<file path="src/rtl/bmx_pkg.sv">
package bmx_pkg;

    typedef enum logic [1:0] {
        PH_IDLE = 2'd0,
        PH_ADDR = 2'd1,
        PH_DATA = 2'd2
    } phase_e;

    typedef struct packed {
        logic ce;
        logic we;
        logic oe;
        logic drive;
    } strobe_t;

    function automatic phase_e decode_phase(input logic ale, input logic re, input logic we);
        phase_e ph;
        if (ale)
            ph = PH_ADDR;
        else if (re || we)
            ph = PH_DATA;
        else
            ph = PH_IDLE;
        return ph;
    endfunction

endpackage

</file>
<file path="src/rtl/bmx_addr_latch.sv">
module bmx_addr_latch
    import bmx_pkg::*;
#(
    parameter int BUS_W = 16,
    parameter int HI_W  = 8,
    localparam int ADDR_W = BUS_W + HI_W
) (
    input  logic              clk,
    input  logic              rst_n,
    input  phase_e            phase,
    input  logic              mode8,
    input  logic [BUS_W-1:0]  bus_i,
    output logic              mode8_q,
    output logic [ADDR_W-1:0] addr
);

    typedef struct packed {
        logic [BUS_W-1:0] lo;
        logic [HI_W-1:0]  hi;
        logic             m8;
    } lat_t;

    lat_t st_d, st_q;

    always_comb begin
        st_d    = st_q;
        st_d.m8 = mode8;
        if (phase == PH_ADDR)
            st_d.lo = bus_i;
        if (phase == PH_DATA && mode8)
            st_d.hi = bus_i[BUS_W-1 -: HI_W];
    end

    always_ff @(posedge clk or negedge rst_n) begin
        if (!rst_n)
            st_q <= '0;
        else
            st_q <= st_d;
    end

    assign mode8_q = st_q.m8;
    assign addr    = st_q.m8 ? {st_q.hi, st_q.lo} : {{HI_W{1'b0}}, st_q.lo};

endmodule

</file>
<file path="src/rtl/bmx_strobe_gen.sv">
module bmx_strobe_gen
    import bmx_pkg::*;
(
    input  logic    clk,
    input  logic    rst_n,
    input  phase_e  phase,
    input  logic    re,
    input  logic    we,
    output strobe_t strb
);

    strobe_t st_d, st_q;

    always_comb begin
        st_d       = '0;
        st_d.ce    = re || we;
        st_d.we    = (phase == PH_DATA) && we;
        st_d.oe    = (phase == PH_DATA) && re;
        st_d.drive = (phase == PH_DATA) && re;
    end

    always_ff @(posedge clk or negedge rst_n) begin
        if (!rst_n)
            st_q <= '0;
        else
            st_q <= st_d;
    end

    assign strb = st_q;

endmodule

</file>
<file path="src/rtl/bmx_data_path.sv">
module bmx_data_path
    import bmx_pkg::*;
#(
    parameter int BUS_W = 16,
    parameter int HI_W  = 8,
    localparam int NARROW_W = BUS_W - HI_W
) (
    input  logic             clk,
    input  logic             rst_n,
    input  phase_e           phase,
    input  logic             we,
    input  logic             mode8,
    input  logic             mode8_q,
    input  logic             drive,
    input  logic [BUS_W-1:0] bus_i,
    input  logic [BUS_W-1:0] rdata,
    output logic [BUS_W-1:0] wdata,
    output logic [BUS_W-1:0] bus_o
);

    logic [BUS_W-1:0] wd_d, wd_q;
    logic [BUS_W-1:0] wr_fmt;
    logic [BUS_W-1:0] rd_fmt;

    generate
        if (NARROW_W < BUS_W) begin : g_split
            assign wr_fmt = mode8   ? {{HI_W{1'b0}}, bus_i[NARROW_W-1:0]} : bus_i;
            assign rd_fmt = mode8_q ? {{HI_W{1'b0}}, rdata[NARROW_W-1:0]} : rdata;
        end else begin : g_full
            assign wr_fmt = bus_i;
            assign rd_fmt = rdata;
        end
    endgenerate

    always_comb begin
        wd_d = wd_q;
        if (phase == PH_DATA && we)
            wd_d = wr_fmt;
    end

    always_ff @(posedge clk or negedge rst_n) begin
        if (!rst_n)
            wd_q <= '0;
        else
            wd_q <= wd_d;
    end

    assign wdata = wd_q;
    assign bus_o = drive ? rd_fmt : '0;

endmodule

</file>
<file path="src/rtl/bmx_bridge.sv">
module bmx_bridge
    import bmx_pkg::*;
#(
    parameter int BUS_W = 16,
    parameter int HI_W  = 8,
    localparam int ADDR_W = BUS_W + HI_W
) (
    input  logic              clk,
    input  logic              rst_n,
    input  logic              host_mode8,
    input  logic              host_ale,
    input  logic              host_re,
    input  logic              host_we,
    input  logic [BUS_W-1:0]  bus_i,
    output logic [BUS_W-1:0]  bus_o,
    output logic              bus_oe,
    output logic [ADDR_W-1:0] sram_addr,
    output logic [BUS_W-1:0]  sram_wdata,
    input  logic [BUS_W-1:0]  sram_rdata,
    output logic              sram_ce,
    output logic              sram_we,
    output logic              sram_oe
);

    phase_e  phase;
    strobe_t strb;
    logic    mode8_q;

    assign phase = decode_phase(host_ale, host_re, host_we);

    bmx_addr_latch #(.BUS_W(BUS_W), .HI_W(HI_W)) u_latch (
        .clk     (clk),
        .rst_n   (rst_n),
        .phase   (phase),
        .mode8   (host_mode8),
        .bus_i   (bus_i),
        .mode8_q (mode8_q),
        .addr    (sram_addr)
    );

    bmx_strobe_gen u_strobe (
        .clk   (clk),
        .rst_n (rst_n),
        .phase (phase),
        .re    (host_re),
        .we    (host_we),
        .strb  (strb)
    );

    bmx_data_path #(.BUS_W(BUS_W), .HI_W(HI_W)) u_data (
        .clk     (clk),
        .rst_n   (rst_n),
        .phase   (phase),
        .we      (host_we),
        .mode8   (host_mode8),
        .mode8_q (mode8_q),
        .drive   (strb.drive),
        .bus_i   (bus_i),
        .rdata   (sram_rdata),
        .wdata   (sram_wdata),
        .bus_o   (bus_o)
    );

    assign sram_ce = strb.ce;
    assign sram_we = strb.we;
    assign sram_oe = strb.oe;
    assign bus_oe  = strb.drive;

endmodule

</file>
<file path="config.mk">
export PLATFORM = sky130hd
export DESIGN_NAME = bmx_bridge
export DESIGN_NICKNAME = d
export VERILOG_FILES = /design/src/rtl/bmx_pkg.sv /design/src/rtl/bmx_addr_latch.sv /design/src/rtl/bmx_strobe_gen.sv /design/src/rtl/bmx_data_path.sv /design/src/rtl/bmx_bridge.sv
export SDC_FILE = /design/constraint.sdc
export NUM_CORES = 1
export LEC_CHECK = 0
export ABC_AREA = 1
export ABC_CLOCK_PERIOD_IN_PS = 1100
export BUFFER_PORTS_ARGS = -buffer_cell sky130_fd_sc_hd__buf_4
export CORE_MARGIN = 4
export CORE_UTILIZATION = 45
export DETAILED_ROUTE_END_ITERATION = 10
export PLACE_DENSITY = 0.77
export SKIP_CTS_REPAIR_TIMING = 1
export SLEW_MARGIN = 20
export SYNTH_ARGS = -nofsm -noshare
export SYNTH_HDL_FRONTEND = slang
export SYNTH_SLANG_ARGS = --single-unit
</file>
<file path="constraint.sdc">
create_clock -name clk -period 1.1 [get_ports clk]
set_clock_uncertainty 0.15 [all_clocks]
set_input_delay 0.055 -clock clk [delete_from_list [all_inputs] [get_ports clk]]
set_output_delay 0.055 -clock clk [all_outputs]
set_load 0.05 [all_outputs]
</file>
# Yosys cells after proc, flatten, opt, wreduce, memory -nomap -nowiden
# Index checks and enable logic that the tools add are counted.
dict set report totals {
  regBits 44
  in_bits 38
  output_inout_bits 60
}
dict set report classes {
  n_eq_ne 2
  muxes 6
  n_reduce_logical 4
}
# operator n
set ops {}
lappend ops {{16-bit two-way mux} 3}
lappend ops {{24-bit two-way mux} 1}
lappend ops {{2-bit two-way mux} 2}
lappend ops {{1-bit logical AND} 3}
lappend ops {{2-bit by 1-bit equality test with 1-bit output (second input constant)} 1}
lappend ops {{2-bit equality test (second input constant)} 1}
lappend ops {{1-bit logical OR} 1}

# Logic depth before layout (Yosys ltp)
# Gate-level depths: netlist (run 1).
dict set report depth {
  ltp_word 5
  depth_mapped 7
}

# By module
# A second synthesis (run 1) with hierarchy kept.
dict set report hier_totals {
  hier_cells 276
  hier_area_um2 2215.9
}
# mod instances cells_each area_per_inst_um2 seq_area_each_um2
set modules_own_cells {}
lappend modules_own_cells {bmx_addr_latch 1 140 1228.7 625.6}
lappend modules_own_cells {bmx_data_path 1 123 870.8 400.4}
lappend modules_own_cells {bmx_strobe_gen 1 11 108.9 75.1}
lappend modules_own_cells {bmx_bridge 1 2 7.5 0.0}

# Worst setup path before layout (run 1)
# No wires, ideal clock.
dict set report synth_timing {
  kind {register to output}
  from {reg u_strobe.strb[1] (netlist name)}
  to {out bus_o[10]}
  t_arrival_ps 1706
  required_ps 895
  setup_slack_ps -811
  path_stages_with_launch 4
  path_buffers 1
  cell_sequence {dfrtp_1 buf_2 nand2_1 nor2_1}
}
# item line_no
set synth_rtl {}
lappend synth_rtl {{to (decl)} bmx_bridge.sv:15} ;# output logic [BUS_W-1:0] bus_o,

==> results by group, run 1 <==
Yosys
  • Syn nets: 300
  • Synth Register Bits: 44
  • Synth cell types: 17
  • Syn_area_per_cell: 8.09 um^2
  • Ys Warns: 0
  • Post-synthesis cell count: around 260
  • Synthesized area: 2120 um^2
  • Sequential element share of the synthesized area: 0.519

Timing
  • Tcrit/Tclk final: 1.32
  • RSZ-0062 raised after global routing: true
  • Setup Total Neg Slack: -6.87 ns
  • Hold slack: -0.0273 ns
  • Final min period: 1.45 ns
  • PnR worst setup slack: -0.348 ns
  • FMAX: 690 MHz
  • Final setup violation count: 27
  • Fin. Hold Viols: 2
  • Relative slew slack: 0.803
  • Worst slew pin tran: 0.296 ns
  • Slew Limit Fails: 0

Min path
  • Worst hold start: host_re
  • Worst hold path depth: 3
  • Worst hold path class: primary input to flop
  • Hold endpoint: u_strobe.strb[1]$_DFF_PN0_

Clocking
  • Clock Sinks: 44
  • H-tree levels: 2
  • Root Buffer: clkbuf_8
  • Clk buf depth: 2
  • Worst skew pair latency: 0.29 ns
  • CTS tree: built
  • Reg clk slew, reported paths: 0.08 ns
  • CTS buffer count: 5

Route
  • Vias: between 2000 and 2500
  • Vias per cell: 4.92
  • Detailed Route Iter0 Violations: 166
  • Routed wire length: between 6000 and 7000 um
  • Antenna Nets Post-Route: 0
  • Routed WL per cell: 14.5 um
  • Total iterations of the first detailed-routing run: 4
  • Remaining DRCs: 0

Power
  • Max IR drop VDD: 1240 uV
  • Power share of the combinational group: 0.375
  • Switch share: 0.368
  • PD cells: 1350 nW/um^2
  • Sequential Power Share: 0.403
  • Power consumption: between 4 and 5 mW
  • Leak Pwr: 1.87 nW
  • Switching power: 1.78 mW
  • Clock network fraction of total power: 0.222
  • P_int: 3.05 mW

Worst setup path
  • Setup slack, reg-to-reg: 0.21 ns
  • Arr. time, crit path: 1.24 ns
  • Bufs and invs on worst path: 3
  • Crit-path max FO: 5
  • Worst path required time: 0.89 ns
  • Worst setup SP type: flop
  • Family with the most delay on the worst path: flip-flops
  • Worst setup EP type: output pin
  • Reg2reg end: u_latch.st_q[15]$_DFFE_PN0N_
  • Most frequent CP cell: buf_6
  • R2r startpoint: u_latch.st_q[15]$_DFFE_PN0N_
  • R2R cell count: 3
  • CP peak stage delay: 0.47 ns
  • WS Path Type: flop to output pin
  • CP max stage cell: dfrtp_2
  • Critical path, cell by cell: buf_6 -> nand2_2 -> clkinvlp_4 -> buf_6
  • Critical path depth: 4

Cells and area
  • Antenna diodes: 0
  • Fraction of layout cells with a size suffix above 1: 0.442
  • Area of the multi-input gates: 797 um^2
  • Area growth, synth to finish: 68.5%
  • Commonest non-fill, non-tap cells in the layout: nand2_1 (80), buf_4 (49), buf_6 (49)
  • Most common cell after layout, fill and taps aside: nand2_1
  • Final std cells w/o fill: approximately 430
  • Final instance area: 3570 um^2
  • Final nets: slightly above 400
  • FILL cells: between 200 and 300
  • Final Util: 0.803
  • Register area: 1100 um^2

Floorplan
  • I/O pin count: 98
  • Chip Height: 76.6 um
  • Core area: approximately 4400 um^2
  • DIE WIDTH: 76.6 um
  • Row count: 24
  • Die footprint: roughly 5900 um^2
  • Starting Density: 0.477

Global route
  • Largest net degree at the start of global routing: 24
  • Global router's overall resource usage: 0.179
  • Vias in the first global route: between 1500 and 2000
  • Global-route wire length before repair: 8400 um
  • Total grt overflow: 0
  • Antenna violations before repair: 0

Placed design
  • Post-DP Area: 2880 um^2
  • PortBufs: between 90 and 100
  • DP Cell Count: slightly below 400
  • Placer Congestion: approximately 0.75
  • Dpl hpwl: 3980 um

Flow run
  • Max-cap violations: 0

Outcome
  • Status: complete, but fails checks
  • Failing checks: hold timing, setup timing
-- per-layer routing --
metal	track usage	part of all wire	up-vias	wire length, um
met2	0.302	0.52	91	3210
met4	0.0598	0.016	0	100
met5	0	0	-	0
li1	-	-	999	-
met1	0.219	0.40	990	2480
met3	0.0508	0.062	10	385
-- power by group through the flow --
stage / Combinational, mW / Sequential [mW] / Clock (mW)
2_1_floorplan: 0.789 / 2.22 / 0
3_3_place_gp: 1.51 / 1.94 / 0
3_5_place_dp: 1.53 / 1.94 / 0
4_1_cts: 1.53 / 1.91 / 1.11
5_1_grt: 1.91 / 1.97 / 1.19
6_report: 1.81 / 1.95 / 1.07
-- layout make-up --
| type | count | share of cell area |
|---|---|---|
| multi-input combinational | 151 | 0.223 |
| timing repair buffer | 133 | 0.374 |
| clock buffer | 8 | 0.0280 |
| tap | 52 | 0.0182 |
| inverter | 37 | 0.0480 |
| sequential | 44 | 0.309 |
-- worst max-delay path by stage --
stage / start / end / slack (ns)
after detailed placement: u_strobe.strb[1]$_DFF_PN0_ / bus_o[10] / -0.07
after global routing: u_strobe.strb[1]$_DFF_PN0_ / bus_o[3] / -0.41
final: u_strobe.strb[1]$_DFF_PN0_ / bus_o[3] / -0.35
after floorplan: u_strobe.strb[1]$_DFF_PN0_ / bus_o[10] / -0.21
after global placement: u_strobe.strb[1]$_DFF_PN0_ / bus_o[10] / -0.04
after CTS: u_strobe.strb[1]$_DFF_PN0_ / bus_o[10] / -0.40
-- cells in the mapped netlist --
library cell  instances  area (um^2)
clkbuf_1              1         3.75
inv_1                35          131
inv_4                 1         6.26
nor2_1               18         67.6
nand3_4               1         17.5
inv_2                 1         3.75
o21ai_0               8         40.0
nand3_2               1         10.0
dfrtp_1              44         1100
nor2_4                1         11.3
nand2_8               1         20.0
nand3_1               8         40.0
nand4_1              16          100
buf_6                 2         22.5
buf_4                18          135
buf_2                 9         45.0
nand2_1              97          364
-- kinds of logic (layout without fill, tap and decap cells) --
logic type	Yosys count	count (layout)	synth area share
buf+inv	67	178	0.164
simple gates	143	143	0.298
compound gates	8	8	0.0189
flops	44	44	0.519
-- worst min-delay path: stages --
cell and delay [ns]:
buf_4 0.09, inv_1 0.09, nor2_1 0.13
-- stage by stage --
step | setup WS (ns) | hold WS (ns)
finish | -0.348 | -0.0273
floorplan | -0.215 | -0.391
detailed placement | -0.0749 | -0.189
global route | -0.408 | 0.00294
CTS | -0.403 | -0.504
global placement | -0.0433 | -0.188
-- flip-flops by register name, summed over array words and instances, names as in the netlist --
register,cells
u_strobe.strb,3
u_latch.mode8_q,1
u_data.wdata,16
u_latch.st_q,24
(Power assumes the default switching activity.)
==> run 2: changes to the inputs <==
Settings changed: CORE_MARGIN 4 to 10, SKIP_CTS_REPAIR_TIMING 1 to unset.
==> results by group, run 2 (synthesized netlist as in run 1, its figures left out) <==
Min path
  • Hold endpoint: u_data.wdata[15]$_DFFE_PN0P_ (was u_strobe.strb[1]$_DFF_PN0_)
  • Worst hold path class: primary input to flop (unchanged)
  • Worst hold start: host_ale (was host_re)
  • Worst hold path depth: 4 (was 3)

Global route
  • Antenna violations before repair: 2 (was 0)
  • Global-route wire length before repair: 9970 um (was 8400 um)
  • Total grt overflow: 0 (unchanged)
  • Global router's overall resource usage: 0.161 (was 0.179)
  • Vias in the first global route: 2049 (was 1727)
  • Largest net degree at the start of global routing: 29 (was 24)

Clocking
  • CTS tree: built (unchanged)
  • Clock Sinks: 44 (unchanged)
  • H-tree levels: 2 (unchanged)
  • Clk buf depth: 2 (unchanged)
  • CTS buffer count: 5 (unchanged)
  • Reg clk slew, reported paths: 0.08 ns (about the same)
  • Worst skew pair latency: 0.29 ns (about the same)
  • Root Buffer: clkbuf_8 (unchanged)

Route
  • Vias per cell: 4.79 (was 4.92)
  • Vias: 2034 (was 2090)
  • Remaining DRCs: 0 (unchanged)
  • Routed wire length: 6770 um (was 6180 um)
  • Antenna Nets Post-Route: 0 (unchanged)
  • Detailed Route Iter0 Violations: 97 (was 166)
  • Routed WL per cell: 15.9 um (was 14.5 um)
  • Total iterations of the first detailed-routing run: 4 (unchanged)

Placed design
  • Placer Congestion: 0.758 (was 0.750)
  • Dpl hpwl: 4550 um (was 3980 um)
  • PortBufs: 97 (unchanged)
  • Post-DP Area: 2890 um^2 (was 2880 um^2)

Flow run
  • Max-cap violations: 0 (unchanged)

Floorplan
  • Row count: 24 (unchanged)
  • DIE WIDTH: 88.6 um (was 76.6 um)
  • Starting Density: 0.477 (unchanged)
  • Core area: 4440 um^2 (unchanged)
  • I/O pin count: 98 (unchanged)
  • Chip Height: 88.6 um (was 76.6 um)
  • Die footprint: 7860 um^2 (was 5870 um^2)

Timing
  • Relative slew slack: 0.776 (was 0.803)
  • PnR worst setup slack: -0.328 ns (was -0.348 ns)
  • Hold slack: -0.0835 ns (was -0.0273 ns)
  • Tcrit/Tclk final: 1.30 (was 1.32)
  • RSZ-0062 raised after global routing: true (unchanged)
  • Final min period: 1.43 ns (was 1.45 ns)
  • Fin. Hold Viols: 9 (was 2)
  • Setup Total Neg Slack: -7.04 ns (was -6.87 ns)
  • Slew Limit Fails: 0 (unchanged)
  • Final setup violation count: 26 (was 27)
  • FMAX: 700 MHz (was 690 MHz)
  • Worst slew pin tran: 0.336 ns (was 0.296 ns)

Outcome
  • Failing checks: hold timing, setup timing (unchanged)
  • Status: complete, but fails checks (unchanged)

Worst setup path
  • Worst setup EP type: output pin (unchanged)
  • Worst setup SP type: flop (unchanged)
  • Crit. Startpoint: u_strobe.strb[1]$_DFF_PN0_ (unchanged)
  • Arr. time, crit path: 1.22 ns (was 1.24 ns)
  • R2R cell count: 3 (unchanged)
  • R2r startpoint: u_data.wdata[12]$_DFFE_PN0P_ (was u_latch.st_q[15]$_DFFE_PN0N_)
  • Setup slack, reg-to-reg: 0.20 ns (was 0.21 ns)
  • Worst path required time: 0.89 ns (about the same)
  • WS Path Type: flop to output pin (unchanged)
  • Crit-path max FO: 4 (was 5)
  • Reg2reg end: u_data.wdata[12]$_DFFE_PN0P_ (was u_latch.st_q[15]$_DFFE_PN0N_)

Cells and area
  • Final instance area: 3570 um^2 (about the same)
  • Area growth, synth to finish: 68.4% (was 68.5%)
  • Final Util: 0.803 (about the same)
  • Commonest non-fill, non-tap cells in the layout: nand2_1 (80), buf_4 (56), dfrtp_1 (43) (was nand2_1 (80), buf_4 (49), buf_6 (49))
  • Fraction of layout cells with a size suffix above 1: 0.453 (was 0.442)
  • Top reg by flops: u_latch.st_q (unchanged)
  • Most common cell after layout, fill and taps aside: nand2_1 (unchanged)
  • Max FFs per register: 24 (unchanged)
  • Final nets: 408 (was 410)

Power
  • Power consumption: 5.09 mW (was 4.83 mW)
  • Max IR drop VDD: 1060 uV (was 1240 uV)
  • PD cells: 1430 nW/um^2 (was 1350 nW/um^2)
  • Leak Pwr: 1.89 nW (was 1.87 nW)
run 2: worst max-delay path, stage by stage, from the launching register on:
cell	delay, ns
dfrtp_2	0.44
buf_4	0.17
nand2_2	0.08
clkinvlp_4	0.09
buf_6	0.15
run 2: per-stage QoR:
stage	setup slack [ns]	std cells
2_1_floorplan	-0.215	262
3_3_place_gp	-0.0429	389
3_5_place_dp	-0.0811	389
4_1_cts	-0.321	421
5_1_grt	-0.368	425
6_report	-0.328	425
run 2: routing by layer:
metal | up-vias | share of wire | GRT usage
li1 | 996 | - | -
met1 | 936 | 0.36 | 0.183
met2 | 86 | 0.51 | 0.272
met3 | 16 | 0.093 | 0.0423
met4 | 0 | 0.028 | 0.0793
met5 | - | 0 | 0
run 2: worst max-delay path by stage:
stage	endpoint	slack, ns	cells after the start
after floorplan	bus_o[10]	-0.21	3
after global placement	bus_o[10]	-0.04	3
after detailed placement	bus_o[10]	-0.08	3
after CTS	bus_o[3]	-0.32	4
after global routing	bus_o[6]	-0.37	4
final	bus_o[4]	-0.33	4
run 2: layout make-up:
| class | instances | area (um^2) |
|---|---|---|
| fill | 281 | 876 |
| antenna | 2 | 5.00 |
| timing repair buffer | 130 | 1290 |
| clock buffer | 7 | 96.3 |
| sequential | 44 | 1100 |
| clock inverter | 1 | 30.0 |
| multi-input combinational | 152 | 812 |
| tap | 52 | 65.1 |
| inverter | 37 | 171 |
run 2: power by group:
group | internal (mW) | switching (mW) | total (mW) | leakage, nW
registers | 1.80 | 0.142 | 1.94 | 0.545
logic | 0.671 | 1.14 | 1.81 | 1.28
clock network | 0.801 | 0.536 | 1.34 | 0.0645
total | 3.27 | 1.82 | 5.09 | 1.89
run 2: what timing repair did:
item	4_1_cts	5_1_grt
cloned	0	1
hold buffers	20	2
gates resized for setup	52	41
setup endpoints to repair	28	76
endpoints found under the hold margin	87	17
pin swaps	2	0
setup buffers	4	1
==> run 3: changes to the inputs <==
Settings changed: SYNTH_HIERARCHICAL set to 1.
==> results by group, run 3 <==
Outcome
  • Status: complete, but fails checks (unchanged)
  • Failing checks: hold timing, setup timing (unchanged)

Clocking
  • Worst skew pair latency: 0.30 ns (was 0.29 ns)
  • Reg clk slew, reported paths: 0.09 ns (was 0.08 ns)
  • CTS tree: built (unchanged)
  • H-tree levels: 2 (unchanged)
  • Root Buffer: clkbuf_8 (unchanged)
  • Clock Sinks: 44 (unchanged)
  • Clk buf depth: 2 (unchanged)
  • CTS buffer count: 5 (unchanged)

Worst setup path
  • Arr. time, crit path: 1.28 ns (was 1.22 ns)
  • CP max stage cell: dfrtp_2 (unchanged)
  • R2R cell count: 3 (unchanged)
  • Worst setup SP type: flop (unchanged)
  • Setup slack, reg-to-reg: 0.11 ns (was 0.20 ns)
  • Reg2reg end: u_latch/st_q[20]$_DFFE_PN0N_ (was u_data.wdata[12]$_DFFE_PN0P_)
  • Worst setup EP type: output pin (unchanged)
  • R2r startpoint: u_latch/st_q[20]$_DFFE_PN0N_ (was u_data.wdata[12]$_DFFE_PN0P_)
  • WS Path Type: flop to output pin (unchanged)
  • Worst path required time: 0.89 ns (about the same)
  • Bufs and invs on worst path: 2 (was 3)
  • Family with the most delay on the worst path: flip-flops (unchanged)
  • CP peak stage delay: 0.45 ns (was 0.44 ns)
  • Critical path, cell by cell: buf_12 -> nand2_8 -> nor2_4 -> buf_8 (was buf_4 -> nand2_2 -> clkinvlp_4 -> buf_6)
  • Crit-path max FO: 8 (was 4)

Route
  • Total iterations of the first detailed-routing run: 6 (was 4)
  • Antenna Nets Post-Route: 0 (unchanged)
  • Remaining DRCs: 0 (unchanged)
  • Routed WL per cell: 18.3 um (was 15.9 um)
  • Vias: 2374 (was 2034)
  • Routed wire length: 8570 um (was 6770 um)
  • Vias per cell: 5.06 (was 4.79)
  • Detailed Route Iter0 Violations: 173 (was 97)

Yosys
  • Number of synthesized flops with an enable pin: 0 (unchanged)
  • Synth Register Bits: 44 (unchanged)
  • Cell accounting for the most synthesized area: dfrtp_1 (unchanged)
  • Synth cell types: 19 (was 17)
  • Yosys top cell area share: 0.497 (was 0.519)
  • Syn_area_per_cell: 8.03 um^2 (was 8.09 um^2)
  • Most frequent cell after synthesis: nand2_1 (unchanged)
  • Synth cell count leaders: nand2_1 (105), dfrtp_1 (44), inv_1 (36), buf_4 (22), nor2_1 (20) (was nand2_1 (97), dfrtp_1 (44), inv_1 (35), buf_4 (18), nor2_1 (18))
  • Main area contributors after synthesis: dfrtp_1 (50%), nand2_1 (18%), buf_4 (7.5%) (was dfrtp_1 (52%), nand2_1 (17%), buf_4 (6.4%))
  • Async SR Flop Fraction: 1.00 (unchanged)
  • Synthesized area: 2220 um^2 (was 2120 um^2)
  • Sequential element share of the synthesized area: 0.497 (was 0.519)
  • Post-synthesis cell count: 276 (was 262)
  • Main synth FF type: dfrtp_1 (unchanged)
  • Syn nets: 314 (was 300)
  • Ys Warns: 6 (was 0)

Timing
  • Fin. Hold Viols: 12 (was 9)
  • Final setup violation count: 26 (unchanged)
  • Setup Total Neg Slack: -8.30 ns (was -7.04 ns)
  • Relative slew slack: 0.860 (was 0.776)
  • Hold slack: -0.0244 ns (was -0.0835 ns)
  • PnR worst setup slack: -0.380 ns (was -0.328 ns)
  • FMAX: 676 MHz (was 700 MHz)
  • Slew Limit Fails: 0 (unchanged)
  • Final min period: 1.48 ns (was 1.43 ns)
  • Worst slew pin tran: 0.211 ns (was 0.336 ns)
  • RSZ-0062 raised after global routing: true (unchanged)
  • Tcrit/Tclk final: 1.35 (was 1.30)

Global route
  • Total grt overflow: 0 (unchanged)
  • Global router's overall resource usage: 0.187 (was 0.161)
  • Largest net degree at the start of global routing: 24 (was 29)
  • Antenna violations before repair: 0 (was 2)
  • Vias in the first global route: 2385 (was 2049)
  • Global-route wire length before repair: 12500 um (was 9970 um)

Cells and area
  • Max FFs per register: 24 (unchanged)
  • Most common cell after layout, fill and taps aside: nand2_1 (unchanged)
  • Final nets: 439 (was 408)
  • Area growth, synth to finish: 77.1% (was 68.4%)
  • Commonest non-fill, non-tap cells in the layout: nand2_1 (90), buf_4 (63), buf_6 (43), dfrtp_1 (43) (was nand2_1 (80), buf_4 (56), dfrtp_1 (43))
  • Final instance area: 3930 um^2 (was 3570 um^2)
  • FILL cells: 246 (was 281)
  • Fraction of layout cells with a size suffix above 1: 0.468 (was 0.453)
  • Final std cells w/o fill: 469 (was 425)
  • Antenna diodes: 0 (was 2)
  • Top reg by flops: u_latch/st_q (was u_latch.st_q)

Floorplan
  • I/O pin count: 98 (unchanged)
  • Core area: 4750 um^2 (was 4440 um^2)
  • Row count: 25 (was 24)
  • Starting Density: 0.466 (was 0.477)
  • Die footprint: 8130 um^2 (was 7860 um^2)
  • Chip Height: 90.2 um (was 88.6 um)
  • DIE WIDTH: 90.2 um (was 88.6 um)

Placed design
  • Placer Congestion: 0.780 (was 0.758)
  • DP Cell Count: 425 (was 389)
  • Post-DP Area: 3100 um^2 (was 2890 um^2)
  • PortBufs: 97 (unchanged)
  • Dpl hpwl: 4900 um (was 4550 um)

Flow run
  • Max-cap violations: 0 (unchanged)

Power
  • Power consumption: 5.66 mW (was 5.09 mW)
  • PD cells: 1440 nW/um^2 (was 1430 nW/um^2)
  • Leak Pwr: 2.04 nW (was 1.89 nW)
  • Max IR drop VDD: 1340 uV (was 1060 uV)

Min path
  • Worst hold path class: primary input to asynchronous set/reset pin (was primary input to flop)
==> run 3: cell types whose count changed after synthesis, moves of 2 or more <==
cell,change
o21ai_0,-8
nand2_2,+3
buf_4,+4
nor2_1,+2
buf_8,+2
nand3_1,+8
buf_2,-7
nand2_1,+8
==> run 3: cell families (layout without fill, tap and decap cells) <==
logic type	after synthesis	count (layout)	synth area share
DFF	44	44	0.497
buffers and inverters	68	194	0.172
and+or+nand+nor	164	164	0.331
==> run 3: stage by stage <==
stage           util  setup WS, ns
4_1_cts        0.781        -0.338
6_report       0.826        -0.380
2_1_floorplan      -        -0.215
3_3_place_gp   0.652       -0.0425
3_5_place_dp   0.652       -0.0566
5_1_grt        0.826        -0.414
==> run 3: how the worst max path moves through the flow <==
stage	slack, ns	to	cells after the start	from
detailed placement	-0.06	bus_o[10]	3	u_strobe/strb[1]$_DFF_PN0_
global route	-0.41	bus_o[12]	4	u_strobe/strb[1]$_DFF_PN0_
global placement	-0.04	bus_o[10]	3	u_strobe/strb[1]$_DFF_PN0_
finish	-0.38	bus_o[12]	4	u_strobe/strb[1]$_DFF_PN0_
floorplan	-0.21	bus_o[10]	3	u_strobe/strb[1]$_DFF_PN0_
CTS	-0.34	bus_o[10]	4	u_strobe/strb[1]$_DFF_PN0_
==> run 3: where the power goes <==
part,internal (mW),switching [mW]
clock network,0.743,0.562
logic,0.875,1.43
registers,1.85,0.207
total,3.47,2.19
==> run 3: metal layers <==
metal	global-route usage	up-vias	routed length (um)
met1	0.190	1149	2950
met4	0.0663	0	259
met2	0.361	134	4770
met5	0	-	0
li1	-	1071	-
met3	0.0441	20	583
==> run 3: timing repair <==
item | CTS | global route
endpoints found under the hold margin | 87 | 0
setup endpoints to repair | 36 | 64
setup buffers | 3 | 14
pin swaps | 2 | 0
resized for setup | 76 | 28
hold buffers | 19 | 0
==> run 3: cell type report <==
class                      instances  area, um^2  share of cell area
timing repair buffer             147        1500               0.383
sequential                        44        1100               0.281
multi-input combinational        164         898               0.229
inverter                          39         216              0.0551
tap                               67        83.8              0.0214
clock buffer                       6        82.6              0.0210
clock inverter                     2        38.8             0.00988
